--- src/rtl/pin_irq_pkg.sv ---
package pin_irq_pkg;
  localparam logic [3:0] MODE_OFF  = 4'h0;
  localparam logic [3:0] MODE_LOW  = 4'h8;
  localparam logic [3:0] MODE_RISE = 4'h9;
  localparam logic [3:0] MODE_FALL = 4'hA;
  localparam logic [3:0] MODE_ANY  = 4'hB;
  localparam logic [3:0] MODE_HIGH = 4'hC;

  localparam int MODE_LSB  = 16;
  localparam int STAT_OFS  = 'hA0;
  localparam int FEN_OFS   = 'hC0;
  localparam int FCLK_OFS  = 'hC4;
  localparam int FWID_OFS  = 'hC8;
  localparam int NUM_FILT  = 3;

  function automatic logic mode_active(input logic [3:0] m);
    return (m == MODE_LOW) || (m == MODE_RISE) || (m == MODE_FALL) ||
           (m == MODE_ANY) || (m == MODE_HIGH);
  endfunction
endpackage

--- src/rtl/pin_irq_sync.sv ---
module pin_irq_sync #(
  parameter int W      = 32,
  parameter int STAGES = 2
) (
  input  logic         clk,
  input  logic         rst_n,
  input  logic [W-1:0] d_i,
  output logic [W-1:0] q_o
);
  logic [STAGES-1:0][W-1:0] chain_q;

  generate
    for (genvar s = 0; s < STAGES; s++) begin : g_stage
      always_ff @(posedge clk or negedge rst_n) begin
        if (!rst_n) chain_q[s] <= '0;
        else if (s == 0) chain_q[s] <= d_i;
        else chain_q[s] <= chain_q[(s == 0) ? 0 : s - 1];
      end
    end
  endgenerate

  assign q_o = chain_q[STAGES-1];
endmodule

--- src/rtl/pin_irq_cell.sv ---
module pin_irq_cell
  import pin_irq_pkg::*;
(
  input  logic       clk,
  input  logic       rst_n,
  input  logic       s_i,
  input  logic       mode_we,
  input  logic [3:0] mode_wd,
  input  logic       clr_i,
  output logic [3:0] mode_o,
  output logic       flag_o
);
  logic [3:0] mode_q;
  logic       prev_q;
  logic       flag_q;
  logic       evt;

  always_comb begin
    case (mode_q)
      MODE_LOW:  evt = !s_i;
      MODE_RISE: evt = s_i && !prev_q;
      MODE_FALL: evt = !s_i && prev_q;
      MODE_ANY:  evt = s_i ^ prev_q;
      MODE_HIGH: evt = s_i;
      default:   evt = 1'b0;
    endcase
  end

  always_ff @(posedge clk or negedge rst_n) begin
    if (!rst_n) begin
      mode_q <= MODE_OFF;
      prev_q <= 1'b0;
      flag_q <= 1'b0;
    end else begin
      if (mode_we) mode_q <= mode_wd;
      prev_q <= s_i;
      // a fresh event outranks a same-cycle clear
      flag_q <= evt | (flag_q & ~clr_i);
    end
  end

  assign mode_o = mode_q;
  assign flag_o = flag_q;
endmodule

--- src/rtl/pin_irq_detect.sv ---
module pin_irq_detect
  import pin_irq_pkg::*;
#(
  parameter int NPINS       = 32,
  parameter int AW          = 8,
  parameter int SYNC_STAGES = 2
) (
  input  logic             clk,
  input  logic             rst_n,
  input  logic [NPINS-1:0] pins_i,
  input  logic             bus_wr,
  input  logic             bus_rd,
  input  logic [AW-1:0]    bus_addr,
  input  logic [31:0]      bus_wdata,
  output logic [31:0]      bus_rdata,
  output logic             irq_o
);
  localparam int IW = AW - 2;

  logic [NPINS-1:0]      pin_s;
  logic [NPINS-1:0]      flag_q;
  logic [NPINS-1:0]      clr_vec;
  logic [NPINS-1:0][3:0] mode_q;
  logic [NUM_FILT-1:0][31:0] filt_q;
  logic [NUM_FILT-1:0]   filt_hit;
  logic                  stat_hit;
  logic                  ctrl_hit;
  logic [IW-1:0]         idx;
  logic [31:0]           rd_val;

  assign idx      = bus_addr[AW-1:2];
  assign ctrl_hit = (bus_addr[1:0] == 2'b00) && (idx < IW'(NPINS));
  assign stat_hit = bus_addr == AW'(STAT_OFS);
  assign filt_hit[0] = bus_addr == AW'(FEN_OFS);
  assign filt_hit[1] = bus_addr == AW'(FCLK_OFS);
  assign filt_hit[2] = bus_addr == AW'(FWID_OFS);
  assign clr_vec  = (bus_wr && stat_hit) ? bus_wdata[NPINS-1:0] : '0;

  pin_irq_sync #(.W(NPINS), .STAGES(SYNC_STAGES)) u_sync (
    .clk   (clk),
    .rst_n (rst_n),
    .d_i   (pins_i),
    .q_o   (pin_s)
  );

  generate
    for (genvar g = 0; g < NPINS; g++) begin : g_pin
      pin_irq_cell u_cell (
        .clk     (clk),
        .rst_n   (rst_n),
        .s_i     (pin_s[g]),
        .mode_we (bus_wr && ctrl_hit && (idx == IW'(g))),
        .mode_wd (bus_wdata[MODE_LSB +: 4]),
        .clr_i   (clr_vec[g]),
        .mode_o  (mode_q[g]),
        .flag_o  (flag_q[g])
      );
    end
    for (genvar f = 0; f < NUM_FILT; f++) begin : g_filt
      always_ff @(posedge clk or negedge rst_n) begin
        if (!rst_n) filt_q[f] <= '0;
        else if (bus_wr && filt_hit[f]) filt_q[f] <= bus_wdata;
      end
    end
  endgenerate

  always_comb begin
    rd_val = '0;
    if (ctrl_hit) begin
      for (int i = 0; i < NPINS; i++)
        if (idx == IW'(i)) rd_val[MODE_LSB +: 4] = mode_q[i];
    end else if (stat_hit) begin
      rd_val[NPINS-1:0] = flag_q;
    end else begin
      for (int f = 0; f < NUM_FILT; f++)
        if (filt_hit[f]) rd_val = filt_q[f];
    end
  end

  always_ff @(posedge clk or negedge rst_n) begin
    if (!rst_n) begin
      bus_rdata <= '0;
      irq_o     <= 1'b0;
    end else begin
      if (bus_rd) bus_rdata <= rd_val;
      irq_o <= |flag_q;
    end
  end
endmodule

--- config.mk ---
export PLATFORM = sky130hd
export DESIGN_NAME = pin_irq_detect
export DESIGN_NICKNAME = d
export VERILOG_FILES = /design/src/rtl/pin_irq_pkg.sv /design/src/rtl/pin_irq_sync.sv /design/src/rtl/pin_irq_cell.sv /design/src/rtl/pin_irq_detect.sv
export SDC_FILE = /design/constraint.sdc
export NUM_CORES = 1
export LEC_CHECK = 0
export BUFFER_PORTS_ARGS = -buffer_cell sky130_fd_sc_hd__clkbuf_2
export CAP_MARGIN = 5
export CORE_ASPECT_RATIO = 0.9
export CORE_UTILIZATION = 60
export CTS_BUF_LIST = sky130_fd_sc_hd__clkbuf_4 sky130_fd_sc_hd__clkbuf_8 sky130_fd_sc_hd__clkbuf_16
export DETAILED_ROUTE_END_ITERATION = 7
export GPL_TIMING_DRIVEN = 0
export PLACE_DENSITY = 0.86
export SYNTH_ARGS = -nofsm -noshare
export SYNTH_HDL_FRONTEND = slang
export SYNTH_SLANG_ARGS = --single-unit
--- constraint.sdc ---
create_clock -name clk -period 5.3 [get_ports clk]
set_input_delay 0.265 -clock clk [delete_from_list [all_inputs] [get_ports clk]]
set_output_delay 0.265 -clock clk [all_outputs]
set_load 0.01 [all_outputs]
# Word-level counts from Yosys, hierarchy flattened
# Index checks and enable logic that the tools add are counted.
# Widths: inputs -> output; s select.
# op_classes
bitwise_logic	128
order_cmp	1
mux	72
n_eq_ne	195
reduce_logical	169
# op_table
operator	n
$eq 4x4->1 const B	160
$mux 32	5
$pmux 1 s5	32
$mux 4	33
$logic_and 1x1->1	102
$eq 6x5->1 const B	16
$logic_not 1->1	64
$eq 6x4->1 const B	8
$and 1x1->1	32
$eq 8x8->1 const B	4
$not 1->1	32
$or 1x1->1	32
$reduce_or 32->1	1
$xor 1x1->1	32
$eq 6x3->1 const B	4
$mux 16	1
$eq 6x2->1 const B	2
$mux 12	1
$eq 6x1->1 const B	1
$logic_not 6->1	1
$lt 6x6->1 const B	1
$logic_not 2->1	1
# totals
input_bits	76
elab_cells	668
out_inout_bits	33
regBits	385

# Depth between registers and ports, before layout
# Gate-level depths: netlist (run 1).
# logic_depth
word_depth	34
mapped_depth	9
depth_no_buf	6

# Modules after synthesis
# Synthesis (run 1) repeated with hierarchy kept, for this count alone.
# hier_totals
hier_cells	1658
area_unflattened_um2	19516.2
# by_module_without_submodules
module	seq_area_each_um2	area_each_um2	cells_each	n_inst
pin_irq_cell	150.1	307.8	24	32
pin_irq_detect	3228.1	7825.0	794	1
pin_irq_sync	1601.5	1841.8	96	1

# Worst setup path after synthesis (run 1)
# Ideal clock, no wire load.
# synth_path
path_type	input to register
startpoint	in bus_addr[4]
endpoint	reg bus_rdata[18]
required_ns	5.176
n_path_buf	1
setup_time_ns	0.124
path_stages	7
arrival_ns	1.986
slack_ns	3.190
cell_sequence	or4b_1 clkbuf_1 a2111oi_0 a211oi_1 o311ai_0 nor4_1 a211o_1
# synth_via
elab_chain_cells	34
elab_cells_between_ends	75
cone_classes	order compare (1); eq/ne (35); mux (37); reduce/logical (2)
# synth_lines
item	line_no	source
start, declared	pin_irq_detect.sv:13	input logic [AW-1:0] bus_addr,
$logic_not 6->1	pin_irq_detect.sv:71	if (idx == IW'(i)) rd_val[MODE_LSB +: 4] = mode_q[i];
$mux 4 (32 in series)	pin_irq_detect.sv:71	
$mux 4 *	pin_irq_detect.sv:69	if (ctrl_hit) begin
end signal, assigned	pin_irq_detect.sv:85	if (bus_rd) bus_rdata <= rd_val;
end, declared	pin_irq_detect.sv:15	output logic [31:0] bus_rdata,
# Mark *: on every way between the ends. The rest lies on a longest branch, timed or not.
# A chain may end at the register's enable or synchronous reset.

# Final worst setup path (run 1)
# layout_path
startpoint	in bus_addr[2]
endpoint	reg bus_rdata[16]
# Same word-level chain as after synthesis.

==> impl_metrics.env, run 1 <==
export IMPL_layout_area_seq_um2=9634
export IMPL_synth_avg_cell_area_um2=11.57
export IMPL_global_route_wire_length_before_repair_um=81510
export IMPL_finalWorstPathRequiredPeriod_ns=3.372
export IMPL_max_slew_margin_pct=13.63
export IMPL_start_util_pct=61.24
export IMPL_postSynth_asyncResetShare_pct=100.0
export IMPL_power_per_cell_area_nw_per_um2=322.1
export IMPL_post_synth_instance_area_um2=18390
export IMPL_leakagePower_nw=10.29
export IMPL_finish_instance_area_um2=21170
export IMPL_antenna_found_initial=6
export IMPL_insertion_delay_ns=0.54
export IMPL_maximum_number_of_pins_on_one_net_before_global_route_repair=115
export IMPL_setup_viol_count_final=0
export IMPL_netlist_instances=1590
export IMPL_yosys_warnings=0
export IMPL_postRouteAntennaNets=0
export IMPL_grt_pass1_vias=14130
export IMPL_post_cts_resized_instances=0
export IMPL_cell_count_final_fillers_out=2205
export IMPL_final_fill_count=2068
export IMPL_synthesis_nets=1730
export IMPL_synth_ff_type="sky130_fd_sc_hd__dfrtp_1"
export IMPL_pin_count=109
export IMPL_drt_initial_drc_count=1450
export IMPL_die_outline_height_um=168.1
export IMPL_clock_tree_root_cell="sky130_fd_sc_hd__clkbuf_16"
export IMPL_drt_wl_total_um=53140
export IMPL_synth_lib_cells_used_distinct=67
export IMPL_finalClockSkew_ns=0.01998
export IMPL_detail_route_drc_violations=0
export IMPL_clock_tree_buffer_depth=3
export IMPL_multiInputGateArea_um2=8021
export IMPL_required_time_of_the_critical_path_ns=5.67
export IMPL_holdCritStartpoint="bus_wdata[10]"
export IMPL_min_path_cells=2
export IMPL_fin_crit_sh_pct=63.62
export IMPL_critical_path_endpoint_type="flip-flop"
export IMPL_total_half_perimeter_wirelength_after_legalization_and_detailed_placement_um=37370
export IMPL_core_area_um2=30030
export IMPL_avgViaCountPerCell=6.385
export IMPL_placed_cells=2099
export IMPL_critPathArrivalTime_ns=3.74
export IMPL_reg2reg_setup_slack_ns=2.99
export IMPL_grt_total_usage_pct=34.06
export IMPL_cts_setup_buffers=0
export IMPL_cts_htree_levels=2
export IMPL_reg2reg_from="g_pin[3].u_cell.mode_o[2]$_DFFE_PN0P_"
export IMPL_slew_at_the_pin_closest_to_its_max_slew_limit_ns=1.291
export IMPL_design_die_area_um2=31360
export IMPL_avgRoutedWirePerCell_um=24.10
export IMPL_ys_ff_latch=385
export IMPL_vias=14080
export IMPL_unrepaired_setup_endpoints_after_global_routing="no"
export IMPL_port_buffers=103
export IMPL_timing_reg2reg_worst_path_depth=6
export IMPL_ys_seq_area_share_pct=52.39
export IMPL_cts_tree="yes"
export IMPL_worstHoldEndpoint="filt_q[42]$_DFFE_PN0P_"
export IMPL_cts_made_buffers=39
export IMPL_finish_net_count=1911
export IMPL_outcome="completed"
export IMPL_fmaxAchievable_mhz=296.6
export IMPL_cap_violations=0
export IMPL_cts_reportedPaths_clkPinSlew_ns=0.06
export IMPL_drive_above_1_share_pct=24.72
export IMPL_timing_final_hold_violations=0
export IMPL_dieWidth_um=186.5
export IMPL_clock_sink_count=385
export IMPL_global_route_overflow_total=0
export IMPL_layout_area_overhead_vs_synth_pct=15.12
export IMPL_worstPathMaxFanout=10
export IMPL_synth_enable_flop_cells=0
export IMPL_holdCritPathClass="input port to flip-flop"
export IMPL_detailed_place_area_um2=19500
export IMPL_detailedRoute_firstPassIterationCount=6
export IMPL_fp_row_count=60
export IMPL_worstReg2RegEnd="bus_rdata[18]$_DFFE_PN0P_"
export IMPL_finalWeightedCongestion=0.9723
export IMPL_timing_final_max_slew_violations=0
export IMPL_cp_start_kind="input port"
export IMPL_post_cts_hold_buffer_count=33
export IMPL_critical_path_class="input port to flip-flop"
export IMPL_power_ir_vdd_worst_uv=236.2
per-stage QoR:
stage          setup TNS [ns]  hold slack [ns]  worst slack (ns)  power [mW]  util [%]
4_1_cts                     0          0.01172             2.093       6.817     70.46
2_1_floorplan               0         -0.03059             3.190       3.641         -
6_report                    0          0.02683             1.928       6.820     70.50
3_5_place_dp                0           0.3125             1.576       3.990     64.94
5_1_grt                     0          0.02700             1.949       7.020     70.49
3_3_place_gp         -1629.67           0.3316            -4.281       3.943     64.64
critical path: stages:
cell	delay, ns
sky130_fd_sc_hd__clkbuf_2	0.12
sky130_fd_sc_hd__buf_2	0.29
sky130_fd_sc_hd__clkbuf_1	0.71
sky130_fd_sc_hd__clkbuf_1	0.55
sky130_fd_sc_hd__buf_1	0.65
sky130_fd_sc_hd__o22ai_1	0.13
sky130_fd_sc_hd__a2bb2oi_1	0.21
sky130_fd_sc_hd__o41ai_1	0.60
sky130_fd_sc_hd__a221oi_1	0.20
per-layer routing:
layer	GRT usage (%)	up-vias	wire length [um]
met5	0	-	46
met1	45.81	7083	21760
li1	-	6082	-
met3	9.985	168	5607
met2	52.86	738	23930
met4	12.19	8	1798
synth_stat cells (3+ instances only):
cell | count | share of area (%)
sky130_fd_sc_hd__o221ai_1 | 10 | 0.48
sky130_fd_sc_hd__buf_1 | 12 | 0.24
sky130_fd_sc_hd__nand2_1 | 108 | 2.2
sky130_fd_sc_hd__dfrtp_1 | 385 | 52
sky130_fd_sc_hd__nor4_1 | 9 | 0.31
sky130_fd_sc_hd__nand4_1 | 3 | 0.10
sky130_fd_sc_hd__mux4_2 | 4 | 0.49
sky130_fd_sc_hd__nand4bb_1 | 3 | 0.18
sky130_fd_sc_hd__nand2b_1 | 7 | 0.24
sky130_fd_sc_hd__a31oi_1 | 4 | 0.14
sky130_fd_sc_hd__a211o_1 | 27 | 1.3
sky130_fd_sc_hd__buf_2 | 17 | 0.46
sky130_fd_sc_hd__o21ai_0 | 82 | 2.2
sky130_fd_sc_hd__a311o_1 | 8 | 0.44
sky130_fd_sc_hd__nor3_1 | 34 | 0.93
sky130_fd_sc_hd__o2bb2ai_1 | 5 | 0.24
sky130_fd_sc_hd__mux2_2 | 231 | 14
sky130_fd_sc_hd__nor2_1 | 129 | 2.6
sky130_fd_sc_hd__a22oi_1 | 5 | 0.20
sky130_fd_sc_hd__a32oi_1 | 3 | 0.14
sky130_fd_sc_hd__a221oi_1 | 34 | 1.6
sky130_fd_sc_hd__ha_1 | 64 | 4.4
sky130_fd_sc_hd__o211ai_1 | 4 | 0.16
sky130_fd_sc_hd__nand3_1 | 11 | 0.30
sky130_fd_sc_hd__a32o_1 | 33 | 1.8
sky130_fd_sc_hd__clkbuf_1 | 56 | 1.1
sky130_fd_sc_hd__o22ai_1 | 8 | 0.27
sky130_fd_sc_hd__a21oi_1 | 30 | 0.82
sky130_fd_sc_hd__a2bb2oi_1 | 3 | 0.14
sky130_fd_sc_hd__inv_1 | 99 | 2.0
sky130_fd_sc_hd__a211oi_1 | 9 | 0.37
sky130_fd_sc_hd__buf_4 | 3 | 0.12
sky130_fd_sc_hd__nor2b_1 | 33 | 1.1
sky130_fd_sc_hd__mux2i_1 | 73 | 4.0
where the power goes:
part | switching [mW] | internal (mW) | total [mW]
Clock | 1.14 | 1.69 | 2.83
Sequential | 0.224 | 3.12 | 3.34
Combinational | 0.370 | 0.279 | 0.648
Total | 1.73 | 5.09 | 6.82
cells in the final DEF, fill, tap and decap left out, types with 9 or more instances in the layout:
cell type,n
sky130_fd_sc_hd__clkbuf_2,102
sky130_fd_sc_hd__ha_1,64
sky130_fd_sc_hd__nor4_1,9
sky130_fd_sc_hd__o21ai_0,82
sky130_fd_sc_hd__clkbuf_16,40
sky130_fd_sc_hd__nor2_1,129
sky130_fd_sc_hd__o221ai_1,10
sky130_fd_sc_hd__a211oi_1,9
sky130_fd_sc_hd__dlygate4sd3_1,33
sky130_fd_sc_hd__buf_2,17
sky130_fd_sc_hd__clkbuf_1,56
sky130_fd_sc_hd__a221oi_1,34
sky130_fd_sc_hd__mux2_2,231
sky130_fd_sc_hd__nor2b_1,33
sky130_fd_sc_hd__a211o_1,27
sky130_fd_sc_hd__a32o_1,33
sky130_fd_sc_hd__dfrtp_1,385
sky130_fd_sc_hd__clkbuf_4,10
sky130_fd_sc_hd__mux2i_1,73
sky130_fd_sc_hd__buf_1,12
sky130_fd_sc_hd__nand3_1,11
sky130_fd_sc_hd__a21oi_1,30
sky130_fd_sc_hd__inv_1,99
sky130_fd_sc_hd__nand2_1,108
sky130_fd_sc_hd__nor3_1,34
cell type report:
cell class,count,area share (%)
well taps,403,2.382
clock inverters,13,0.7328
multi-input cells,1018,37.89
flip-flops and latches,385,45.51
diodes,2,0.02364
repair buffers,140,4.462
plain buffers,88,1.714
clock buffers,57,5.537
inverters,99,1.755
worst max path at each step:
stage                           start                                    end  cells after the start
after floorplan           bus_addr[4]              bus_rdata[18]$_DFFE_PN0P_                      7
after global placement          rst_n                  filt_q[6]$_DFFE_PN0P_                      1
after detailed placement  bus_addr[7]  g_pin[7].u_cell.mode_o[0]$_DFFE_PN0P_                      7
after CTS                 bus_addr[7]  g_pin[7].u_cell.mode_o[0]$_DFFE_PN0P_                      7
after global routing      bus_addr[2]              bus_rdata[16]$_DFFE_PN0P_                      9
final                     bus_addr[2]              bus_rdata[16]$_DFFE_PN0P_                      9
state kept, by name (all words and copies together), names as in the netlist:
register and cells:
g_pin.u_cell.prev_q 32, bus_rdata 32, u_sync.chain_q 32, u_sync.q_o 32, filt_q 96, irq_o 1
g_pin.u_cell.flag_o 32, g_pin.u_cell.mode_o 128
cells by family (layout without fill, tap and decap cells):
logic type,Yosys count,count (layout),synth area share (%)
DFF,385,385,52.39
muxes,308,308,18.61
AOI/OAI and AO/OA,288,288,11.46
adders and majority gates,64,64,4.354
and+or+nand+nor,358,358,9.198
other,0,2,0
buffers and inverters,187,397,3.994
Note: power is estimated with default switching activity, not from simulation.
==> inputs of run 2 (changes only) <==
==> constraint.sdc (replaced) <==
create_clock -name clk -period 3.4 [get_ports clk]
set_input_delay 0.17 -clock clk [delete_from_list [all_inputs] [get_ports clk]]
set_output_delay 0.17 -clock clk [all_outputs]
set_load 0.01 [all_outputs]
==> run 2 against run 1 <==
Power grew 57%. Critical endpoint is now bus_rdata[19]$_DFFE_PN0P_. Clock skew is 0.0063 ns higher. Sequential cell count is the same. Routed wire length up 1.7%. Largest power group unchanged.
==> impl_metrics.env, run 2 (synthesis gave the netlist of run 1 again) <==
export IMPL_grt_pass1_vias=14320
export IMPL_fin_crit_sh_pct=92.33
export IMPL_clock_tree_root_cell="sky130_fd_sc_hd__clkbuf_16"
export IMPL_finalWorstPathRequiredPeriod_ns=3.139
export IMPL_timing_final_max_slew_violations=0
export IMPL_fmaxAchievable_mhz=318.6
export IMPL_vias=14250
export IMPL_drt_initial_drc_count=1542
export IMPL_timing_hold_ws_ns=0.05028
export IMPL_cts_made_buffers=39
export IMPL_globalRouteMet3Util_pct=8.047
export IMPL_crit_slowest_cell="sky130_fd_sc_hd__buf_1"
export IMPL_core_area_um2=30030
export IMPL_outcome="completed"
export IMPL_finalWeightedCongestion=0.9723
export IMPL_power_per_cell_area_nw_per_um2=497.8
export IMPL_cts_reportedPaths_clkPinSlew_ns=0.06
export IMPL_antenna_found_initial=3
export IMPL_clock_sink_count=385
export IMPL_power_ir_vdd_worst_uv=366.8
export IMPL_final_fill_count=2004
export IMPL_critical_path_endpoint_type="flip-flop"
export IMPL_maximum_number_of_pins_on_one_net_before_global_route_repair=115
export IMPL_post_route_util_pct=71.49
export IMPL_cts_setup_buffers=0
export IMPL_design_die_area_um2=31360
export IMPL_mostFrequentLayoutCell="sky130_fd_sc_hd__dfrtp_1"
export IMPL_timing_final_hold_violations=0
export IMPL_cts_tree="yes"
export IMPL_dieWidth_um=186.5
export IMPL_grt_util_met1_pct=47.95
export IMPL_slew_at_the_pin_closest_to_its_max_slew_limit_ns=1.301
export IMPL_max_slew_margin_pct=12.95
export IMPL_leakagePower_nw=10.41
export IMPL_die_outline_height_um=168.1
export IMPL_detail_route_drc_violations=0
export IMPL_clock_tree_buffer_depth=3
export IMPL_critical_path_class="input port to flip-flop"
export IMPL_avgViaCountPerCell=6.381
export IMPL_pin_count=109
export IMPL_cts_htree_levels=2
export IMPL_critPathArrivalTime_ns=3.60
export IMPL_fp_row_count=60
export IMPL_largest_register_ffs=128
export IMPL_groute_layer_met2_usage_pct=54.01
export IMPL_worstPathMaxFanout=10
export IMPL_layout_area_overhead_vs_synth_pct=16.73
export IMPL_final_cell_mix="sky130_fd_sc_hd__dfrtp_1 (385), sky130_fd_sc_hd__mux2_2 (231), sky130_fd_sc_hd__nor2_1 (129), sky130_fd_sc_hd__nand2_1 (108), sky130_fd_sc_hd__clkbuf_2 (102)"
export IMPL_global_route_wire_length_before_repair_um=83320
export IMPL_avgRoutedWirePerCell_um=24.20
export IMPL_start_util_pct=61.24
export IMPL_finalClockSkew_ns=0.02632
export IMPL_required_time_of_the_critical_path_ns=3.86
export IMPL_drt_wl_total_um=54050
export IMPL_port_buffers=103
export IMPL_global_route_overflow_total=0
export IMPL_path_cells="clkbuf_2 -> buf_2 -> clkbuf_1 -> buf_1 -> buf_1 -> o21ai_0 -> a211oi_1 -> a31oi_1 -> a31oi_1"
export IMPL_insertion_delay_ns=0.55
export IMPL_grt_total_usage_pct=34.67
export IMPL_timing_critical_path_slowest_cell_delay_ns=0.71
export IMPL_unrepaired_setup_endpoints_after_global_routing="no"
export IMPL_setup_viol_count_final=0
export IMPL_total_half_perimeter_wirelength_after_legalization_and_detailed_placement_um=37370
export IMPL_finish_net_count=1940
export IMPL_detailedRoute_firstPassIterationCount=6
export IMPL_holdCritPathClass="input port to flip-flop"
export IMPL_postRouteAntennaNets=0
export IMPL_cap_violations=0
export IMPL_drive_above_1_share_pct=24.33
export IMPL_cp_start_kind="input port"
export IMPL_globalRoute_busiestLayer="met2"
[run 2: cell types whose count changed in the layout (fill, tap and decap cells not counted)]
cell	delta
sky130_fd_sc_hd__buf_4	-1
sky130_fd_sc_hd__diode_2	-1
sky130_fd_sc_hd__dlygate4sd3_1	+30
sky130_fd_sc_hd__nor3_1	-1
sky130_fd_sc_hd__nor3_2	+1
[run 2: stage by stage]
stage | power (mW) | cell area, um2 | setup TNS, ns | std cells | worst slack, ns
finish | 10.69 | 21470 | 0 | 2233 | 0.2609
detailed placement | 6.219 | 19500 | -17.24 | 2099 | -0.2295
floorplan | 5.675 | 18390 | 0 | 1590 | 1.385
global route | 10.99 | 21460 | 0 | 2232 | 0.2178
global placement | 6.146 | 19410 | -2346.29 | 2096 | -6.086
CTS | 10.65 | 21460 | 0 | 2232 | 0.2875
[run 2: worst paths after layout]
| path | from | endpoint | slack [ns] | depth (start not counted) |
|---|---|---|---|---|
| max reg2reg | g_pin[3].u_cell.mode_o[2]$_DFFE_PN0P_ | bus_rdata[18]$_DFFE_PN0P_ | 1.03 | 6 |
| min reg2reg | u_sync.chain_q[2]$_DFF_PN0_ | u_sync.q_o[2]$_DFF_PN0_ | 0.35 | 0 |
| min | bus_wdata[19] | filt_q[51]$_DFFE_PN0P_ | 0.05 | 2 |
| max in group asynchronous | rst_n | bus_rdata[1]$_DFFE_PN0P_ | 1.78 | 4 |
| min in group asynchronous | rst_n | u_sync.chain_q[23]$_DFF_PN0_ | 0.22 | 2 |
| max | bus_addr[2] | bus_rdata[19]$_DFFE_PN0P_ | 0.26 | 9 |
[run 2: area by class of cell]
type | count | area, um2 | area share (%)
sequential | 385 | 9634 | 44.88
multi-input combinational | 1018 | 8026 | 37.39
timing repair buffer | 169 | 1237 | 5.764
clock buffer | 57 | 1172 | 5.461
tap | 403 | 504.2 | 2.349
inverter | 99 | 371.6 | 1.731
buffer | 88 | 362.8 | 1.690
clock inverter | 13 | 155.1 | 0.7227
antenna | 1 | 2.502 | 0.01166
[run 2: routing by layer]
layer | wire length [um] | up-vias
li1 | - | 6135
met1 | 22170 | 7135
met2 | 24420 | 824
met3 | 5611 | 151
met4 | 1822 | 4
met5 | 24 | -
[run 2: where the power goes]
| group | switching (mW) | total (mW) | internal [mW] |
|---|---|---|---|
| Combinational | 0.587 | 1.04 | 0.457 |
| Clock | 1.80 | 4.43 | 2.63 |
| Sequential | 0.351 | 5.21 | 4.86 |
| Total | 2.73 | 10.7 | 7.95 |
[run 2: worst max-delay path, delay by kind of cell]
family | cells | cell delay, ns
AOI/OAI and AO/OA | 4 | 0.91
buffers and inverters | 5 | 2.49
[run 2: what timing repair did]
item | in CTS | in global routing
hold endpoints to repair | 200 | 0
gates resized for setup | 0 | 1
setup endpoints to repair | 0 | 1
hold buffers | 63 | 0
